<file path="src/rtl/rt_pkg.sv">
package rt_pkg;
  localparam int WORD_W    = 16;
  localparam int MAX_WORDS = 32;
  localparam int IDX_W     = $clog2(MAX_WORDS);

  typedef struct packed {
    logic [4:0] addr;
    logic       xmit;
    logic [4:0] sa;
    logic [4:0] wc;
  } cmd_t;

  typedef enum logic [1:0] {ST_IDLE, ST_RX, ST_WAIT, ST_TX} state_e;
endpackage

</file>
<file path="src/rtl/rt_cmd_decode.sv">
module rt_cmd_decode #(
  parameter int NUM_SA = 4,
  localparam int SAW = $clog2(NUM_SA)
) (
  input  logic                      rx_valid_i,
  input  logic [rt_pkg::WORD_W-1:0] rx_word_i,
  input  logic                      rx_sync_cmd_i,
  input  logic                      rx_err_i,
  input  logic [4:0]                rt_addr_i,
  output logic                      hit_o,
  output logic                      other_o,
  output logic                      data_o,
  output logic                      xmit_o,
  output logic                      mode_o,
  output logic [SAW-1:0]            bank_o,
  output logic [rt_pkg::IDX_W:0]    cnt_o
);
  rt_pkg::cmd_t c;
  assign c = rx_word_i;

  assign hit_o   = rx_valid_i & rx_sync_cmd_i & ~rx_err_i & (c.addr == rt_addr_i);
  assign other_o = rx_valid_i & rx_sync_cmd_i & ~hit_o;
  assign data_o  = rx_valid_i & ~rx_sync_cmd_i;
  assign xmit_o  = c.xmit;
  assign mode_o  = (c.sa == 5'd0) | (c.sa == 5'd31);
  assign bank_o  = c.sa[SAW-1:0];
  // count field 0 encodes the maximum
  assign cnt_o   = (c.wc == 5'd0) ? (rt_pkg::IDX_W+1)'(rt_pkg::MAX_WORDS)
                                  : {1'b0, c.wc};
endmodule

</file>
<file path="src/rtl/rt_word_buffer.sv">
module rt_word_buffer #(
  parameter int NUM_SA = 4,
  localparam int SAW = $clog2(NUM_SA)
) (
  input  logic                      clk_i,
  input  logic                      wr_en_i,
  input  logic [SAW-1:0]            wr_bank_i,
  input  logic [rt_pkg::IDX_W-1:0]  wr_idx_i,
  input  logic [rt_pkg::WORD_W-1:0] wr_data_i,
  input  logic [SAW-1:0]            rd_bank_i,
  input  logic [rt_pkg::IDX_W-1:0]  rd_idx_i,
  output logic [rt_pkg::WORD_W-1:0] rd_data_o
);
  logic [rt_pkg::WORD_W-1:0] bank_rd [NUM_SA];

  for (genvar g = 0; g < NUM_SA; g++) begin : g_bank
    logic [rt_pkg::WORD_W-1:0] mem [rt_pkg::MAX_WORDS];
    always_ff @(posedge clk_i) begin
      if (wr_en_i && wr_bank_i == SAW'(g)) mem[wr_idx_i] <= wr_data_i;
    end
    assign bank_rd[g] = mem[rd_idx_i];
  end

  assign rd_data_o = bank_rd[rd_bank_i];
endmodule

</file>
<file path="src/rtl/rt_seq_ctrl.sv">
module rt_seq_ctrl #(
  parameter int WORD_CYC = 1000,
  parameter int RESP_CYC = 300,
  parameter int GAP_CYC  = 2000,
  parameter int NUM_SA   = 4,
  localparam int SAW    = $clog2(NUM_SA),
  localparam int TMAX_A = (GAP_CYC > RESP_CYC) ? GAP_CYC : RESP_CYC,
  localparam int TMAX   = (TMAX_A > WORD_CYC) ? TMAX_A : WORD_CYC,
  localparam int TW     = $clog2(TMAX + 1)
) (
  input  logic                      clk_i,
  input  logic                      rst_ni,
  input  logic [4:0]                rt_addr_i,
  input  logic                      hit_i,
  input  logic                      other_i,
  input  logic                      data_i,
  input  logic                      xmit_i,
  input  logic                      mode_i,
  input  logic [SAW-1:0]            bank_i,
  input  logic [rt_pkg::IDX_W:0]    cnt_i,
  input  logic                      rx_err_i,
  input  logic [rt_pkg::WORD_W-1:0] rd_data_i,
  output logic                      wr_en_o,
  output logic [SAW-1:0]            wr_bank_o,
  output logic [rt_pkg::IDX_W-1:0]  wr_idx_o,
  output logic [SAW-1:0]            rd_bank_o,
  output logic [rt_pkg::IDX_W-1:0]  rd_idx_o,
  output logic                      tx_valid_o,
  output logic [rt_pkg::WORD_W-1:0] tx_word_o,
  output logic                      tx_sync_cmd_o
);
  import rt_pkg::*;

  localparam logic [TW-1:0] GAP_LAST  = TW'(GAP_CYC - 1);
  localparam logic [TW-1:0] RESP_LAST = TW'(RESP_CYC - 1);
  localparam logic [TW-1:0] WORD_LAST = TW'(WORD_CYC - 1);

  state_e          st_q;
  logic [TW-1:0]   tmr_q;
  logic [IDX_W:0]  need_q, idx_q;
  logic [SAW-1:0]  bank_q;
  logic            xmit_q, err_q;

  assign wr_en_o   = (st_q == ST_RX) & data_i & ~rx_err_i;
  assign wr_bank_o = bank_q;
  assign wr_idx_o  = idx_q[IDX_W-1:0];
  assign rd_bank_o = bank_q;
  assign rd_idx_o  = idx_q[IDX_W-1:0];

  always_ff @(posedge clk_i or negedge rst_ni) begin
    if (!rst_ni) begin
      st_q          <= ST_IDLE;
      tmr_q         <= '0;
      need_q        <= '0;
      idx_q         <= '0;
      bank_q        <= '0;
      xmit_q        <= 1'b0;
      err_q         <= 1'b0;
      tx_valid_o    <= 1'b0;
      tx_word_o     <= '0;
      tx_sync_cmd_o <= 1'b0;
    end else begin
      tx_valid_o <= 1'b0;
      if (st_q != ST_TX && hit_i) begin
        // own command: starts (or supersedes) a message
        bank_q <= bank_i;
        need_q <= cnt_i;
        idx_q  <= '0;
        tmr_q  <= '0;
        err_q  <= 1'b0;
        xmit_q <= xmit_i & ~mode_i;
        st_q   <= (xmit_i | mode_i) ? ST_WAIT : ST_RX;
      end else begin
        unique case (st_q)
          ST_RX: begin
            if (data_i) begin
              tmr_q <= '0;
              idx_q <= idx_q + 1'b1;
              if (rx_err_i) err_q <= 1'b1;
              if (idx_q + 1'b1 == need_q) st_q <= ST_WAIT;
            end else if (other_i) begin
              tmr_q <= '0;
            end else if (tmr_q == GAP_LAST) begin
              err_q <= 1'b1;
              tmr_q <= '0;
              st_q  <= ST_WAIT;
            end else begin
              tmr_q <= tmr_q + 1'b1;
            end
          end
          ST_WAIT: begin
            if (data_i) begin
              err_q <= 1'b1;
              tmr_q <= '0;
            end else if (tmr_q == RESP_LAST) begin
              tx_valid_o    <= 1'b1;
              tx_word_o     <= {rt_addr_i, err_q, 10'b0};
              tx_sync_cmd_o <= 1'b1;
              tmr_q         <= '0;
              idx_q         <= '0;
              st_q          <= ST_TX;
            end else begin
              tmr_q <= tmr_q + 1'b1;
            end
          end
          ST_TX: begin
            if (tmr_q == WORD_LAST) begin
              tmr_q <= '0;
              if (xmit_q && !err_q && idx_q != need_q) begin
                tx_valid_o    <= 1'b1;
                tx_word_o     <= rd_data_i;
                tx_sync_cmd_o <= 1'b0;
                idx_q         <= idx_q + 1'b1;
              end else begin
                st_q <= ST_IDLE;
              end
            end else begin
              tmr_q <= tmr_q + 1'b1;
            end
          end
          default: st_q <= ST_IDLE;
        endcase
      end
    end
  end
endmodule

</file>
<file path="src/rtl/rt_remote_terminal.sv">
module rt_remote_terminal #(
  parameter int WORD_CYC = 1000,
  parameter int RESP_CYC = 300,
  parameter int GAP_CYC  = 2000,
  parameter int NUM_SA   = 4
) (
  input  logic        clk_i,
  input  logic        rst_ni,
  input  logic [4:0]  rt_addr_i,
  input  logic        rx_valid_i,
  input  logic [15:0] rx_word_i,
  input  logic        rx_sync_cmd_i,
  input  logic        rx_err_i,
  output logic        tx_valid_o,
  output logic [15:0] tx_word_o,
  output logic        tx_sync_cmd_o
);
  localparam int SAW = $clog2(NUM_SA);
  localparam int IW  = rt_pkg::IDX_W;

  logic           hit, other, data, xmit, mode, wr_en;
  logic [SAW-1:0] bank, wr_bank, rd_bank;
  logic [IW:0]    cnt;
  logic [IW-1:0]  wr_idx, rd_idx;
  logic [15:0]    rd_data;

  rt_cmd_decode #(.NUM_SA(NUM_SA)) u_dec (
    .rx_valid_i(rx_valid_i), .rx_word_i(rx_word_i), .rx_sync_cmd_i(rx_sync_cmd_i),
    .rx_err_i(rx_err_i), .rt_addr_i(rt_addr_i), .hit_o(hit), .other_o(other),
    .data_o(data), .xmit_o(xmit), .mode_o(mode), .bank_o(bank), .cnt_o(cnt)
  );

  rt_word_buffer #(.NUM_SA(NUM_SA)) u_buf (
    .clk_i(clk_i), .wr_en_i(wr_en), .wr_bank_i(wr_bank), .wr_idx_i(wr_idx),
    .wr_data_i(rx_word_i), .rd_bank_i(rd_bank), .rd_idx_i(rd_idx), .rd_data_o(rd_data)
  );

  rt_seq_ctrl #(
    .WORD_CYC(WORD_CYC), .RESP_CYC(RESP_CYC), .GAP_CYC(GAP_CYC), .NUM_SA(NUM_SA)
  ) u_ctrl (
    .clk_i(clk_i), .rst_ni(rst_ni), .rt_addr_i(rt_addr_i), .hit_i(hit),
    .other_i(other), .data_i(data), .xmit_i(xmit), .mode_i(mode), .bank_i(bank),
    .cnt_i(cnt), .rx_err_i(rx_err_i), .rd_data_i(rd_data), .wr_en_o(wr_en),
    .wr_bank_o(wr_bank), .wr_idx_o(wr_idx), .rd_bank_o(rd_bank), .rd_idx_o(rd_idx),
    .tx_valid_o(tx_valid_o), .tx_word_o(tx_word_o), .tx_sync_cmd_o(tx_sync_cmd_o)
  );
endmodule

</file>
<file path="config.mk">
export PLATFORM = sky130hd
export DESIGN_NAME = rt_remote_terminal
export DESIGN_NICKNAME = d
export VERILOG_FILES = /design/src/rtl/rt_pkg.sv /design/src/rtl/rt_cmd_decode.sv /design/src/rtl/rt_word_buffer.sv /design/src/rtl/rt_seq_ctrl.sv /design/src/rtl/rt_remote_terminal.sv
export SDC_FILE = /design/constraint.sdc
export NUM_CORES = 2
export LEC_CHECK = 0
export BUFFER_PORTS_ARGS = -buffer_cell sky130_fd_sc_hd__buf_4
export CAP_MARGIN = 10
export CORE_MARGIN = 2
export CORE_UTILIZATION = 50
export DETAILED_ROUTE_END_ITERATION = 8
export MAX_ROUTING_LAYER = met4
export PLACE_DENSITY = 0.65
export SETUP_SLACK_MARGIN = 0.05
export SLEW_MARGIN = 15
export SYNTH_ARGS = -nofsm -noshare
export SYNTH_HDL_FRONTEND = slang
export SYNTH_SLANG_ARGS = --single-unit
</file>
<file path="constraint.sdc">
create_clock -name clk_i -period 8.1 [get_ports clk_i]
set_input_delay 0.81 -clock clk_i [delete_from_list [all_inputs] [get_ports clk_i]]
set_output_delay 0.81 -clock clk_i [all_outputs]
set_load 0.005 [all_outputs]
</file>
; Word-level counts from Yosys, hierarchy flattened
; Memory sizes are Yosys's and may differ from the RTL's.
; Index checks and enable logic that the tools add are counted.
[word_totals]
regBits = 47
mem_bits_rw = 2048
in_bits = 26
out_inout_bits = 18
word_cells = 141
memories = 4
[classes]
add_sub_neg = 2
order_cmp = 1
eq_ne = 29
muxes = 61
bitwise_logic = 16
reduce_logical = 18
[mem_list]
columns = name, depth, word_bits, read_ports, rd_clocked_by_memory_dff, write_ports, line
row1 = u_buf.g_bank[0].mem, 32, 16, 1, 0, 1, rt_word_buffer.sv:17  ; logic [rt_pkg::WORD_W-1:0] mem [rt_pkg::MAX_WORDS];
row2 = u_buf.g_bank[1].mem, 32, 16, 1, 0, 1, rt_word_buffer.sv:17
row3 = u_buf.g_bank[2].mem, 32, 16, 1, 0, 1, rt_word_buffer.sv:17
row4 = u_buf.g_bank[3].mem, 32, 16, 1, 0, 1, rt_word_buffer.sv:17
[op_table]
columns = operator, count
row1 = 16-bit two-way mux, 6
row2 = 11-bit two-way mux, 7
row3 = 6-bit two-way mux, 7
row4 = 11-bit case mux with 3 select lines, 1
row5 = 16-bit binary-select mux with 2-bit select, 1
row6 = 16-bit case mux with 2 select lines, 1
row7 = 1-bit two-way mux, 23
row8 = 2-bit two-way mux, 10
row9 = 6-bit case mux with 3 select lines, 1
row10 = 3-bit by 1-bit inequality test with 1-bit output (second input constant), 4
row11 = 6-bit AND reduction, 2
row12 = 11-bit by 1-bit adder with 11-bit output (second input constant), 1
row13 = 11-bit by 10-bit == test with 1-bit output (second input constant), 1
row14 = 11-bit == test (second input constant), 1
row15 = 11-bit by 9-bit == test with 1-bit output (second input constant), 1
row16 = 5-bit zero test, 2
row17 = 1-bit bitwise AND, 8
row18 = 2-bit == test (second input constant), 4
row19 = 4-bit by 3-bit inequality test with 1-bit output (second input constant), 2
row20 = 4-bit inequality test (second input constant), 2
row21 = 1-bit logical AND, 7
row22 = 7-bit AND reduction, 1
row23 = 6-bit by 1-bit adder with 6-bit output (second input constant), 1
row24 = 6-bit == test, 1
row25 = 20 further kinds, 32

; Longest topological paths before layout
[depth]
ltp_word = 9
depth_mapped = 13
depth_no_buf = 9

; Modules after synthesis
; A second synthesis with hierarchy kept.
[hier_totals]
cells_unflattened = 3404
hier_area_um2 = 81087.8
[by_module_without_submodules]
columns = module, instances, cells_each, area_each_um2
row1 = rt_word_buffer, 1, 3080, 78225.0
row2 = rt_seq_ctrl, 1, 300, 2708.8
row3 = rt_cmd_decode, 1, 24, 153.9

; Worst setup path after synthesis
; Ideal clock, no wire load.
[synth_path]
path_type = register to register
start = register u_ctrl.idx_q[0]
end = register u_ctrl.st_q[1]
setup_ns = 0.128
arrival_ns = 3.068
t_required_ns = 7.972
setup_slack_ns = 4.905
stages_incl_launch_ff = 14
period_less_slack_ns = 3.195
cell_sequence = dfrtp_1 buf_4 buf_4 buf_6 buf_4 buf_4 buf_4 inv_1 ha_1 xor2_1 or3_1 o311ai_1 o2111ai_1 mux2_1
[synth_via]
elab_chain_cells = 4
elab_cells_between_ends = 7
classes_between = 1 x add/sub / 4 x eq/ne / 2 x reduce/logical
[synth_rtl]
columns = element, line
row1 = "start, declared", rt_seq_ctrl.sv:40  ; logic [IDX_W:0] need_q, idx_q;
row2 = "start signal, assigned", rt_seq_ctrl.sv:78  ; idx_q <= idx_q + 1'b1;
row3 = "start signal, assigned", rt_seq_ctrl.sv:113  ; idx_q <= idx_q + 1'b1;
row4 = 6-bit by 1-bit adder with 6-bit output or 6-bit inequality test (tied branches), "rt_seq_ctrl.sv:80, rt_seq_ctrl.sv:109"
row5 = 6-bit == test or 1-bit logical AND (tied branches), "rt_seq_ctrl.sv:80, rt_seq_ctrl.sv:109"
row6 = 4-bit inequality test (no line) or 3-bit by 2-bit inequality test with 1-bit output (tied branches), n/a
row7 = 7-bit AND reduction (no line) (*), n/a
row8 = "end signal, assigned", rt_seq_ctrl.sv:72  ; st_q <= (xmit_i | mode_i) ? ST_WAIT : ST_RX;
row9 = "end, declared", rt_seq_ctrl.sv:38  ; state_e st_q;
; Mark *: on every way between the ends. The rest lies on a longest branch, timed or not.
; A chain may end at the register's enable or synchronous reset.

; Final worst setup path
[layout_path]
start = register u_ctrl.idx_q[1]
end = register u_ctrl.tx_word_o[13] (netlist bit)
[layout_via]
elab_chain_cells = 7
elab_cells_between_ends = 14
classes_between = 2 x eq/ne / 6 x mux / 2 x reduce/logical / 4 x memory
[layout_rtl]
columns = element, line
row1 = memory 32 x 16 bit, n/a
row2 = 16-bit binary-select mux with 2-bit select, rt_word_buffer.sv:24  ; assign rd_data_o = bank_rd[rd_bank_i];
row3 = 16-bit two-way mux (not written as such) (2 in a row), rt_word_buffer.sv:24
row4 = 16-bit two-way mux, rt_seq_ctrl.sv:109  ; if (xmit_q && !err_q && idx_q != need_q) begin
row5 = 16-bit two-way mux, rt_seq_ctrl.sv:107  ; if (tmr_q == WORD_LAST) begin
row6 = 16-bit case mux with 2 select lines, rt_seq_ctrl.sv:74  ; unique case (st_q)
row7 = "end signal, assigned", rt_seq_ctrl.sv:97  ; tx_word_o <= {rt_addr_i, err_q, 10'b0};
row8 = "end signal, assigned", rt_seq_ctrl.sv:111  ; tx_word_o <= rd_data_i;
row9 = "end, declared", rt_seq_ctrl.sv:29  ; output logic [rt_pkg::WORD_W-1:0] tx_word_o,
; Several ways; a longest one is shown, not always the timed one. The select of a mux whose other input is x is not followed.

==> summary.txt <==
Critical path
  • Critical path's largest stage delay: 1.07 ns
  • Worst Path Max Fanout: 40
  • Crit Reg-Reg Endpoint: u_ctrl.tx_word_o[13]
  • CP Cell Sequence: buf_4 > or4b_2 > buf_4 > o22ai_1 > or3_1 > o41ai_1 > o32ai_1 > mux2i_1 > o21ai_1
  • Data arrival time of the critical path: 5.73 ns
  • Slack of the worst reg-to-reg path: 3.10 ns
  • Critical path required time: 8.83 ns
  • CP startpoint kind: flop
  • Reg-to-Reg Start: u_ctrl.idx_q[1]
  • Crit Path Class: flop to flop
  • R2R depth: 9
  • CP most frequent cell: buf_4
  • CP Capture Type: flop
  • CP max stage cell: o41ai_1

Detailed routing
  • Routed WL: 240 mm
  • DR pass1 iterations: 6
  • DR vias/cell: 6.46
  • Final ANT Viol Nets: 0
  • DRC Markers: 0
  • Vias: 44750
  • First DRT Iteration DRCs: 6765
  • Routed WL per cell: 34.6 um

Synthesis
  • Most numerous cell in the Yosys netlist: edfxtp_1
  • YS warnings: 0
  • Prevailing post-synth register cell: edfxtp_1
  • Ys async rst share: 2.24%
  • Mapped Avg Cell Area: 18.5 um2
  • Leading post-synthesis cells by cell area: edfxtp_1, mux2i_1, mux4_2
  • Syn Std Cell Area: 0.0813 mm2
  • Syn_nets: 4419
  • Synth Instances: 4385
  • Number of flops mapped to enable cells by yosys: 2048
  • Sequential element share of the synthesized area: 77.1%
  • Commonest cells in the netlist: edfxtp_1, mux2i_1, o22ai_1
  • Netlist cell types: 72
  • Area leader, netlist: edfxtp_1
  • Synthesis-stage register bit count: 2095
  • Top cell type's share of synthesized area: 75.6%

Clock network
  • Hold_buf cts: 0
  • Cts bufs inserted: 204
  • TritonCTS clock tree: yes
  • Clock Latency Late Sink: 0.85 ns
  • Post CTS Setup Buffer Count: 0
  • Clock root buffer: clkbuf_16
  • Clk buf depth: 3
  • H-tree depth: 4
  • Post-CTS sizing: 0
  • Clk pin slew, worst setup/hold paths: 0.07 ns
  • CTS sink count: 2095

STA
  • Relative slew margins: -1.71%
  • RSZ-0062 raised after global routing: no
  • Final setup violation count: 0
  • Final Hold Viols: 0
  • Worst Tran Pin Value: 1.51 ns
  • Slew Viols, Final: 2
  • Fmax: 0.200 GHz
  • Final Critical Period: 5.00 ns
  • Final Cycle Share: 61.7%
  • Setup TNS: 0 ns
  • Clock skew: 0.0359 ns

Die
  • I/O pin count: 44
  • Die area: 0.166 mm2
  • Initial core utilization: 50.1%
  • Die width: 407 um
  • Chip Height: 407 um
  • Core area: 0.162 mm2
  • # rows: 148

Job
  • Total of max-cap violations: 1

Global route
  • GR Util met3: 5.39%
  • GRT met1 Usage: 40.4%
  • Global routing's busiest layer: met2
  • Vias in the first global route: 42877
  • GR Layer Usage met2: 44.2%
  • Total GRT Usage: 29.4%
  • Global-route wire length before repair: 333 mm
  • Initial antenna violation count: 12
  • Pin count of the biggest net entering global routing: 110
  • GRT overflow: 0

Pwr
  • Leak: 29.7 nW
  • Cell Pwr Density: 304 mW/mm2
  • Pwr Total: 27.8 mW
  • Max IR drop VDD: 0.266 mV

Final layout
  • Ratio of cells with drive above 1 in the final layout: 15.6%
  • P&R area growth vs syn: 12.3%
  • Final #Nets: 4621
  • Design area: 0.0913 mm2
  • Core Util, Final: 56.3%
  • Layout fillers: 12282
  • Post-Layout Cell Count: 6930

Worst hold path
  • Worst hold path type: primary input to async pin

Placed design
  • Buffers on Ports: 43
  • HPWL after detailed placement: 138 mm
  • Routability cong.: 0.914
  • Placed insts: 6556
  • Placed Instance Area: 0.0850 mm2

Run status
  • Status: complete, but fails checks
  • Failing checks: max-capacitance violations, max-slew violations
[flip-flops by register name (all words and copies together), names as in the netlist]
signal,count
u_buf.g_bank.mem,2048
u_ctrl.tx_word_o,16
u_ctrl.tmr_q,11
u_ctrl.idx_q,6
u_ctrl.need_q,6
u_ctrl.rd_bank_o,2
u_ctrl.st_q,2
u_ctrl.err_q,1
u_ctrl.tx_sync_cmd_o,1
u_ctrl.tx_valid_o,1
u_ctrl.xmit_q,1
[cell type report]
cell class	count	area, um2	share of cell area, %
Clock buffer	276	5460	5.97
Multi-Input combinational cell	2023	17600	19.3
Inverter	17	63.8	0.0699
Clock inverter	94	830	0.908
Sequential cell	2095	62700	68.6
Timing Repair Buffer	246	1970	2.16
Tap cell	2175	2720	2.98
Antenna cell	4	10.0	0.0110
[worst max-delay path: cells and delay by family (launching register included)]
family | cells | cell delay [ns]
buffers and inverters | 2 | 1.10
multiplexers | 1 | 0.20
flip-flops | 1 | 0.90
AO/OA/AOI/OAI | 4 | 1.46
AND/OR/NAND/NOR | 2 | 1.15
[through the flow]
stage | worst slack [ns] | hold slack, ns
floorplan | 4.90 | 0.473
global placement | 3.14 | 0.474
detailed placement | 3.18 | 0.482
CTS | 3.18 | 0.0542
global route | 3.08 | 0.0935
finish | 3.10 | 0.0727
[logic make-up after synthesis]
kind of cell / count (synthesis) / share of synthesized area, %
xor gates and xnor gates: 23 / 0.248
DFF: 2095 / 77.1
AOI/OAI and AO/OA: 543 / 4.31
and+or+nand+nor: 511 / 3.14
muxes: 938 / 13.2
adders and majority gates: 8 / 0.123
buffers and inverters: 267 / 1.87
[cell usage in the layout, fill, tap and decap left out, types with 37 or more instances in the layout]
cell type / synthesis / layout
nor2_1: 187 / 94
clkinv_1: 1 / 47
nor4_1: 79 / 78
buf_4: 83 / 236
mux4_2: 110 / 110
nand3_1: 44 / 42
edfxtp_1: 2048 / 2048
nor2_2: 0 / 77
o21ai_0: 37 / 37
clkbuf_16: 0 / 206
mux2i_1: 820 / 820
dfrtp_1: 47 / 42
o22ai_1: 382 / 382
clkbuf_1: 54 / 66
nand2_1: 92 / 91
[layer usage]
layer  up-vias  routed length (um)
met1     23306               93400
met4         0                9040
met5         -                   0
li1      18241                   -
met2      2774              112000
met3       429               25000
[how the worst max path moves through the flow]
stage,start,end,cells past startpoint
floorplan,u_ctrl.idx_q[0],u_ctrl.st_q[1],13
global placement,u_ctrl.idx_q[1],u_ctrl.tx_word_o[12],9
detailed placement,u_ctrl.idx_q[1],u_ctrl.tx_word_o[12],9
CTS,u_ctrl.idx_q[1],u_ctrl.tx_word_o[12],9
global route,u_ctrl.idx_q[1],u_ctrl.tx_word_o[13],9
finish,u_ctrl.idx_q[1],u_ctrl.tx_word_o[13],9
[report_power, final]
part | switching (mW) | internal, mW | leakage (nW) | total [mW]
clock | 4.02 | 5.06 | 3.05 | 9.08
combinational | 4.21 | 2.36 | 7.61 | 6.57
sequential | 0.178 | 12.0 | 19.0 | 12.1
total | 8.40 | 19.4 | 29.7 | 27.8
Note: power is estimated with default switching activity, not from simulation.
